<file path="src/rtl/hbus_pkg.sv">
package hbus_pkg;

    typedef enum logic [1:0] {
        ST_IDLE   = 2'd0,
        ST_ACCESS = 2'd1,
        ST_READY  = 2'd2
    } hbus_state_e;

endpackage

</file>
<file path="src/rtl/hbus_fsm.sv">
module hbus_fsm
    import hbus_pkg::*;
(
    input  logic        clk,
    input  logic        rst_n,
    input  logic        strb_n,
    input  logic        sel_n,
    output hbus_state_e st_o,
    output logic        buf_en_n,
    output logic        ready_n
);

    typedef struct packed {
        hbus_state_e st;
    } fsm_regs_t;

    fsm_regs_t r_d, r_q;
    logic      clr_n;
    logic      framed;

    // The access frame is open only while strobe and select are both low.
    assign framed = ~strb_n & ~sel_n;
    assign clr_n  = rst_n & framed;

    always_comb begin
        r_d = r_q;
        unique case (r_q.st)
            ST_IDLE:   r_d.st = ST_ACCESS;
            ST_ACCESS: r_d.st = ST_READY;
            ST_READY:  r_d.st = ST_READY;
            default:   r_d.st = ST_IDLE;
        endcase
    end

    // State is forced idle, without a clock, whenever the frame closes.
    always_ff @(posedge clk or negedge clr_n) begin
        if (!clr_n) r_q <= '{st: ST_IDLE};
        else        r_q <= r_d;
    end

    assign st_o     = r_q.st;
    assign buf_en_n = ~((r_q.st != ST_IDLE) & framed);
    assign ready_n  = ~((r_q.st == ST_READY) & framed);

    AST_ACCESS_ONE_CYCLE: assert property (@(posedge clk) disable iff (!rst_n)
        (r_q.st == ST_ACCESS) |=> (r_q.st != ST_ACCESS));

    AST_READY_AFTER_ENABLE: assert property (@(posedge clk) disable iff (!rst_n)
        (r_q.st == ST_READY) |-> $past(r_q.st != ST_IDLE));

    AST_READY_IMPLIES_ENABLE: assert property (@(posedge clk) disable iff (!rst_n)
        !ready_n |-> !buf_en_n);

endmodule

</file>
<file path="src/rtl/hbus_addr_latch.sv">
module hbus_addr_latch #(
    parameter int ADDR_W = 16
) (
    input  logic              clk,
    input  logic              rst_n,
    input  logic              pass,
    input  logic [ADDR_W-1:0] addr_in,
    output logic [ADDR_W-1:0] addr_out
);

    typedef struct packed {
        logic [ADDR_W-1:0] hold;
    } latch_regs_t;

    latch_regs_t r_d, r_q;

    always_comb begin
        r_d = r_q;
        if (pass) r_d.hold = addr_in;
    end

    always_ff @(posedge clk or negedge rst_n) begin
        if (!rst_n) r_q <= '0;
        else        r_q <= r_d;
    end

    // Pass high behaves as a transparent latch; pass low holds the last sample.
    assign addr_out = pass ? addr_in : r_q.hold;

    AST_HELD_ADDR_STABLE: assert property (@(posedge clk) disable iff (!rst_n)
        (!pass && $past(!pass)) |-> $stable(addr_out));

endmodule

</file>
<file path="src/rtl/hbus_regbank.sv">
module hbus_regbank #(
    parameter int DATA_W   = 16,
    parameter int ADDR_W   = 16,
    parameter int NUM_REGS = 8
) (
    input  logic                       clk,
    input  logic                       rst_n,
    input  logic                       wr_en,
    input  logic [ADDR_W-1:0]          addr,
    input  logic [DATA_W-1:0]          wdata,
    output logic [DATA_W-1:0]          rdata,
    output logic [NUM_REGS*DATA_W-1:0] regs_flat
);

    logic [NUM_REGS-1:0]             hit;
    logic [NUM_REGS-1:0][DATA_W-1:0] regs_d, regs_q;

    // One decoder per register; an address beyond the bank hits nothing.
    for (genvar gi = 0; gi < NUM_REGS; gi++) begin : g_dec
        assign hit[gi] = (addr == ADDR_W'(gi));
        assign regs_flat[gi*DATA_W +: DATA_W] = regs_q[gi];
    end

    always_comb begin
        regs_d = regs_q;
        for (int i = 0; i < NUM_REGS; i++) begin
            if (wr_en && hit[i]) regs_d[i] = wdata;
        end
    end

    always_comb begin
        rdata = '0;
        for (int i = 0; i < NUM_REGS; i++) begin
            if (hit[i]) rdata = regs_q[i];
        end
    end

    always_ff @(posedge clk or negedge rst_n) begin
        if (!rst_n) regs_q <= '0;
        else        regs_q <= regs_d;
    end

    AST_OUT_OF_RANGE_IGNORED: assert property (@(posedge clk) disable iff (!rst_n)
        (wr_en && (32'(addr) >= NUM_REGS)) |=> $stable(regs_flat));

    AST_NO_WRITE_NO_CHANGE: assert property (@(posedge clk) disable iff (!rst_n)
        !wr_en |=> $stable(regs_flat));

endmodule

</file>
<file path="src/rtl/hbus_slave.sv">
module hbus_slave
    import hbus_pkg::*;
#(
    parameter int DATA_W   = 16,
    parameter int ADDR_W   = 16,
    parameter int NUM_REGS = 8
) (
    input  logic                       clk,
    input  logic                       rst_n,
    input  logic                       strb_n,
    input  logic                       sel_n,
    input  logic                       space_mem,
    input  logic                       host_rd,
    input  logic                       addr_pass,
    input  logic [ADDR_W-1:0]          host_addr,
    input  logic [DATA_W-1:0]          host_wdata,
    output logic [DATA_W-1:0]          host_rdata,
    output logic                       host_rdata_oe,
    output logic                       buf_en_n,
    output logic                       ready_n,
    output logic                       mem_en,
    output logic                       mem_we,
    output logic [ADDR_W-1:0]          mem_addr,
    output logic [DATA_W-1:0]          mem_wdata,
    input  logic [DATA_W-1:0]          mem_rdata,
    output logic [NUM_REGS*DATA_W-1:0] reg_values
);

    typedef struct packed {
        logic [DATA_W-1:0] rd;
    } top_regs_t;

    top_regs_t         r_d, r_q;
    hbus_state_e       st;
    logic [ADDR_W-1:0] eff_addr;
    logic [DATA_W-1:0] reg_rdata;
    logic              access_cyc;
    logic              reg_wr;

    hbus_fsm i_fsm (
        .clk      (clk),
        .rst_n    (rst_n),
        .strb_n   (strb_n),
        .sel_n    (sel_n),
        .st_o     (st),
        .buf_en_n (buf_en_n),
        .ready_n  (ready_n)
    );

    hbus_addr_latch #(.ADDR_W(ADDR_W)) i_latch (
        .clk      (clk),
        .rst_n    (rst_n),
        .pass     (addr_pass),
        .addr_in  (host_addr),
        .addr_out (eff_addr)
    );

    // The single cycle before ready falls carries the transfer to the target.
    assign access_cyc = (st == ST_ACCESS);
    assign reg_wr     = access_cyc & ~space_mem & ~host_rd;

    hbus_regbank #(
        .DATA_W   (DATA_W),
        .ADDR_W   (ADDR_W),
        .NUM_REGS (NUM_REGS)
    ) i_regs (
        .clk       (clk),
        .rst_n     (rst_n),
        .wr_en     (reg_wr),
        .addr      (eff_addr),
        .wdata     (host_wdata),
        .rdata     (reg_rdata),
        .regs_flat (reg_values)
    );

    assign mem_en    = access_cyc & space_mem;
    assign mem_we    = mem_en & ~host_rd;
    assign mem_addr  = eff_addr;
    assign mem_wdata = host_wdata;

    always_comb begin
        r_d = r_q;
        if (access_cyc) r_d.rd = reg_rdata;
    end

    always_ff @(posedge clk or negedge rst_n) begin
        if (!rst_n) r_q <= '0;
        else        r_q <= r_d;
    end

    // Memory data arrives from the synchronous port in the ready cycle.
    assign host_rdata    = space_mem ? mem_rdata : r_q.rd;
    assign host_rdata_oe = ~buf_en_n & host_rd;

    AST_SINGLE_WRITE: assert property (@(posedge clk) disable iff (!rst_n)
        mem_we |=> !mem_we);

    AST_WRITE_BEFORE_READY: assert property (@(posedge clk) disable iff (!rst_n)
        mem_en |-> (!buf_en_n && ready_n));

    AST_NO_DRIVE_ON_WRITE: assert property (@(posedge clk) disable iff (!rst_n)
        mem_we |-> !host_rdata_oe);

    AST_STROBE_HIGH_QUIET: assert property (@(posedge clk) disable iff (!rst_n)
        strb_n |-> (!mem_en && !host_rdata_oe));

    AST_UNSELECTED_QUIET: assert property (@(posedge clk) disable iff (!rst_n)
        sel_n |-> (!mem_en && buf_en_n));

endmodule

</file>
<file path="config.mk">
export PLATFORM = sky130hd
export DESIGN_NAME = hbus_slave
export DESIGN_NICKNAME = d
export VERILOG_FILES = /design/src/rtl/hbus_pkg.sv /design/src/rtl/hbus_fsm.sv /design/src/rtl/hbus_addr_latch.sv /design/src/rtl/hbus_regbank.sv /design/src/rtl/hbus_slave.sv
export SDC_FILE = /design/constraint.sdc
export NUM_CORES = 1
export LEC_CHECK = 0
export CAP_MARGIN = 20
export CORE_MARGIN = 1
export CORE_UTILIZATION = 42
export DETAILED_ROUTE_END_ITERATION = 10
export PLACE_DENSITY = 0.72
export SLEW_MARGIN = 0
export SYNTH_ARGS = -nofsm -noshare
export SYNTH_HDL_FRONTEND = slang
export SYNTH_SLANG_ARGS = --single-unit
</file>
<file path="constraint.sdc">
create_clock -name clk -period 4.89 [get_ports clk]
set_clock_uncertainty 0.05 [all_clocks]
set_input_delay 0.7335 -clock clk [delete_from_list [all_inputs] [get_ports clk]]
set_output_delay 0.7335 -clock clk [all_outputs]
set_load 0.01 [all_outputs]
</file>
==> impl_metrics.prom <==
# TYPE chip_impl_metric gauge
chip_impl_metric{name="power_report.internal_total",unit="mW"} 2.17
chip_impl_metric{name="fp_rows",unit=""} 50
chip_impl_metric{name="yosys.area_share.xor_xnor",unit="%"} 0
chip_impl_metric{name="timing.critical_path.buf_inv",unit=""} 3
chip_impl_metric{name="synth.ff_latch_count",unit=""} 162
chip_impl_info{name="dominantRegCellSynth",value="sky130_fd_sc_hd__dfrtp_1"} 1
chip_impl_info{name="hold_class",value="input pin to async pin"} 1
chip_impl_metric{name="netlist_instances",unit=""} 619
chip_impl_metric{name="final_net_count",unit=""} 899
chip_impl_info{name="end_kind",value="output port"} 1
chip_impl_info{name="worstPathCellList",value="clkdlybuf4s50_1 -> mux2i_4 -> inv_1 -> clkdlybuf4s50_1"} 1
chip_impl_metric{name="clockBufferDepth",unit=""} 2
chip_impl_metric{name="timing.critical_path.arrival",unit="ns"} 3.09
chip_impl_metric{name="cts-buffers-inserted",unit=""} 17
chip_impl_metric{name="vias",unit=""} 6298
chip_impl_metric{name="overflow",unit=""} 0
chip_impl_metric{name="period_needed",unit="ns"} 3.88
chip_impl_metric{name="clock_latency_on_the_worst_skew_pair",unit="ns"} 0.43
chip_impl_metric{name="syn-num-nets",unit=""} 677
chip_impl_metric{name="static-leakage-power",unit="nW"} 4.93
chip_impl_metric{name="detail_route.iter0.violations",unit=""} 379
chip_impl_metric{name="avgRoutedWirePerCell",unit="um"} 23.2
chip_impl_metric{name="residual_drc_count",unit=""} 0
chip_impl_metric{name="synth_area_in_simple_gates",unit="%"} 7.61
chip_impl_info{name="mostFrequentLayoutCell",value="sky130_fd_sc_hd__clkdlybuf4s50_1"} 1
chip_impl_metric{name="initial_core_utilization",unit="%"} 43.0
chip_impl_metric{name="grt_max_degree",unit=""} 79
chip_impl_metric{name="setup_violations",unit=""} 0
chip_impl_metric{name="layout-drive-gt1-share",unit="%"} 29.6
chip_impl_metric{name="max_clock_freq",unit="GHz"} 0.258
chip_impl_metric{name="place_area",unit="um^2"} 10600
chip_impl_metric{name="drv_slew",unit=""} 0
chip_impl_metric{name="clock_transition_time_at_the_flip_flop_clock_pins_of_the_worst_setup_and_hold_paths",unit="ns"} 0.07
chip_impl_metric{name="global_route_wire_length_before_repair",unit="mm"} 38.7
chip_impl_info{name="outcome",value="finished, final reports clean"} 1
chip_impl_metric{name="critical_path_peak_fanout",unit=""} 22
chip_impl_metric{name="io_buffers",unit=""} 235
chip_impl_metric{name="proportion_of_register_bits_with_asynchronous_set_or_reset_after_synthesis",unit="%"} 100
chip_impl_metric{name="layout.cell_area.non_filler",unit="um^2"} 11100
chip_impl_metric{name="first_global_vias",unit=""} 6594
chip_impl_metric{name="postSynthAreaPerCell",unit="um^2"} 13.0
chip_impl_metric{name="finalWeightedCongestion",unit=""} 0.861
chip_impl_metric{name="placed_cells_incl_taps",unit=""} 1055
chip_impl_info{name="synth_top_family_by_area",value="multiplexers"} 1
chip_impl_metric{name="edff_count_synth",unit=""} 0
chip_impl_metric{name="timing.final.crit_share",unit="%"} 79.3
chip_impl_info{name="most_frequent_cell_on_critical_path",value="sky130_fd_sc_hd__clkdlybuf4s50_1"} 1
chip_impl_metric{name="route.antenna.remaining_nets",unit=""} 0
chip_impl_metric{name="clock_power_share",unit="%"} 42.3
chip_impl_metric{name="antenna_cells",unit=""} 0
chip_impl_metric{name="post-route-worst-setup-slack",unit="ns"} 1.01
chip_impl_metric{name="post_synth_instance_area",unit="um^2"} 8070
chip_impl_info{name="cts_tree",value="built"} 1
chip_impl_metric{name="core_region_area",unit="um^2"} 18800
chip_impl_metric{name="power_frac_comb",unit="%"} 11.6
chip_impl_metric{name="cts_sinks",unit=""} 162
chip_impl_metric{name="routed_wl",unit="mm"} 25.2
chip_impl_metric{name="groute.usage.overall",unit="%"} 26.0
chip_impl_metric{name="netSwitchingPower",unit="mW"} 0.775
chip_impl_metric{name="postCtsSetupRepairBufs",unit=""} 0
chip_impl_metric{name="drt-pass1-iter-count",unit=""} 5
chip_impl_metric{name="place_ws",unit="ns"} 0.746
chip_impl_info{name="cell_family_with_most_cp_delay",value="buffers and inverters"} 1
chip_impl_metric{name="cts_repair_resize_count",unit=""} 0
chip_impl_metric{name="synth_cell_type_count",unit=""} 63
chip_impl_metric{name="ctsHoldBuffers",unit=""} 0
chip_impl_metric{name="crit_required",unit="ns"} 4.11
chip_impl_info{name="start_kind",value="input pin"} 1
chip_impl_metric{name="powerDensity",unit="nW/um^2"} 265
chip_impl_metric{name="seqPwrFrac",unit="%"} 46.2
chip_impl_metric{name="worst_stage_delay_on_the_critical_path",unit="ns"} 0.75
chip_impl_metric{name="dieArea",unit="um^2"} 19800
chip_impl_metric{name="layout-area-overhead-vs-synth",unit="%"} 37.9
chip_impl_metric{name="hold_ws",unit="ns"} 0.287
chip_impl_info{name="unrepaired_setup_endpoints_after_global_routing",value="no"} 1
chip_impl_info{name="layout_common_cells",value="234 x sky130_fd_sc_hd__clkdlybuf4s50_1, 162 x sky130_fd_sc_hd__dfrtp_1, 153 x sky130_fd_sc_hd__mux2_2, 24 x sky130_fd_sc_hd__nor2_1"} 1
chip_impl_info{name="clk_tree_root_cell",value="sky130_fd_sc_hd__clkbuf_16"} 1
chip_impl_metric{name="synth-adder-area-share",unit="%"} 0.465
chip_impl_metric{name="routed_via_density",unit=""} 5.79
chip_impl_metric{name="worst_ir_drop_vdd",unit="uV"} 263
chip_impl_metric{name="power_switching_share",unit="%"} 26.3
chip_impl_metric{name="total_power",unit="mW"} 2.95
chip_impl_metric{name="fp.dieW",unit="um"} 141
chip_impl_metric{name="synthesis.yosys.warnings",unit=""} 0
chip_impl_info{name="crit_type",value="input pin to output port"} 1
chip_impl_metric{name="synth-seq-area-share",unit="%"} 50.2
chip_impl_metric{name="io_pins",unit=""} 236
chip_impl_metric{name="grt_antenna_before_repair",unit=""} 0
chip_impl_metric{name="fin_cells",unit=""} 1088
chip_impl_metric{name="synthMuxAreaShare",unit="%"} 26.9
chip_impl_metric{name="dp.final_hpwl",unit="mm"} 18.3
chip_impl_metric{name="die_y",unit="um"} 141
chip_impl_metric{name="layout.core_utilization",unit="%"} 59.3
chip_impl_metric{name="headroom_to_the_max_slew_limit",unit="%"} 32.5
chip_impl_metric{name="worst-slew-pin-transition",unit="ns"} 1.01
chip_impl_metric{name="synth-compound-area-share",unit="%"} 10.5
chip_impl_metric{name="number_of_hold_violations_in_the_final_report",unit=""} 0
chip_impl_metric{name="cts_htree_levels",unit=""} 4
chip_impl_metric{name="final.setup.tns",unit="ns"} 0
chip_impl_info{name="critical_path.slowest_cell",value="sky130_fd_sc_hd__clkdlybuf4s50_1"} 1
chip_impl_metric{name="maxCapViolations",unit=""} 0
flip-flops by register name, summed over array words and instances (netlist names):
register          count
i_regs.regs_flat    128
i_latch.r_q          16
r_q                  16
i_fsm.st_o            2
power groups by stage:
| stage | Sequential, mW | Combinational [mW] | Clock [mW] |
|---|---|---|---|
| 5_1_grt | 1.36 | 0.365 | 1.32 |
| 3_3_place_gp | 1.39 | 0.332 | 0 |
| 4_1_cts | 1.36 | 0.341 | 1.26 |
| 3_5_place_dp | 1.39 | 0.339 | 0 |
| 2_1_floorplan | 1.38 | 0.157 | 0 |
| 6_report | 1.36 | 0.341 | 1.25 |
synthesized netlist by cell type, types with 9 or more instances:
master / n / share of area, %
sky130_fd_sc_hd__mux2_2: 153 / 21
sky130_fd_sc_hd__o211ai_1: 10 / 0.93
sky130_fd_sc_hd__dfrtp_1: 162 / 50
sky130_fd_sc_hd__o221a_2: 9 / 1.3
sky130_fd_sc_hd__o311ai_0: 9 / 0.98
sky130_fd_sc_hd__nand2_1: 17 / 0.79
sky130_fd_sc_hd__a21oi_1: 20 / 1.2
sky130_fd_sc_hd__or3_1: 10 / 0.78
sky130_fd_sc_hd__nor2_1: 24 / 1.1
sky130_fd_sc_hd__buf_4: 19 / 1.8
sky130_fd_sc_hd__clkbuf_1: 18 / 0.84
sky130_fd_sc_hd__inv_1: 14 / 0.65
sky130_fd_sc_hd__mux2_4: 10 / 1.9
sky130_fd_sc_hd__mux4_2: 10 / 2.8
sky130_fd_sc_hd__buf_2: 12 / 0.74
cell families after synthesis:
group,Yosys count
and+or+nand+nor,99
muxes,179
AOI/OAI and AO/OA,109
adders and majority gates,3
DFF,162
buffers and inverters,67
layout make-up:
class / instances / area (um^2)
fillers: 1480 / 7640
repair buffers: 255 / 2500
clock inverters: 14 / 104
multi-input cells: 390 / 3670
inverters: 15 / 56.3
flip-flops and latches: 162 / 4050
clock buffers: 18 / 439
well taps: 234 / 293
layer usage:
layer | vias up | wire [um] | GRT usage, %
met5 | - | 0 | 0
met4 | 0 | 765 | 11.1
met3 | 52 | 1580 | 5.50
met2 | 277 | 12000 | 41.6
met1 | 3196 | 10900 | 34.5
li1 | 2773 | - | -
path summary, 6_finish.rpt:
| kind | endpoint | slack [ns] | depth (start not counted) | startpoint |
|---|---|---|---|---|
| hold / removal | i_latch.r_q[6]$_DFF_PN0_ | 0.29 | 1 | rst_n |
| min in group clk | i_latch.r_q[9]$_DFF_PN0_ | 0.48 | 1 | i_latch.r_q[9]$_DFF_PN0_ |
| max in group asynchronous | i_regs.regs_flat[121]$_DFFE_PN0P_ | 3.38 | 2 | rst_n |
| setup reg to reg | i_regs.regs_flat[40]$_DFFE_PN0P_ | 1.67 | 7 | i_fsm.st_o[1]$_DFF_PN0_ |
| setup / recovery | mem_addr[1] | 1.01 | 4 | addr_pass |
| hold reg to reg | i_latch.r_q[9]$_DFF_PN0_ | 0.48 | 1 | i_latch.r_q[9]$_DFF_PN0_ |
(Power assumes the default switching activity.)
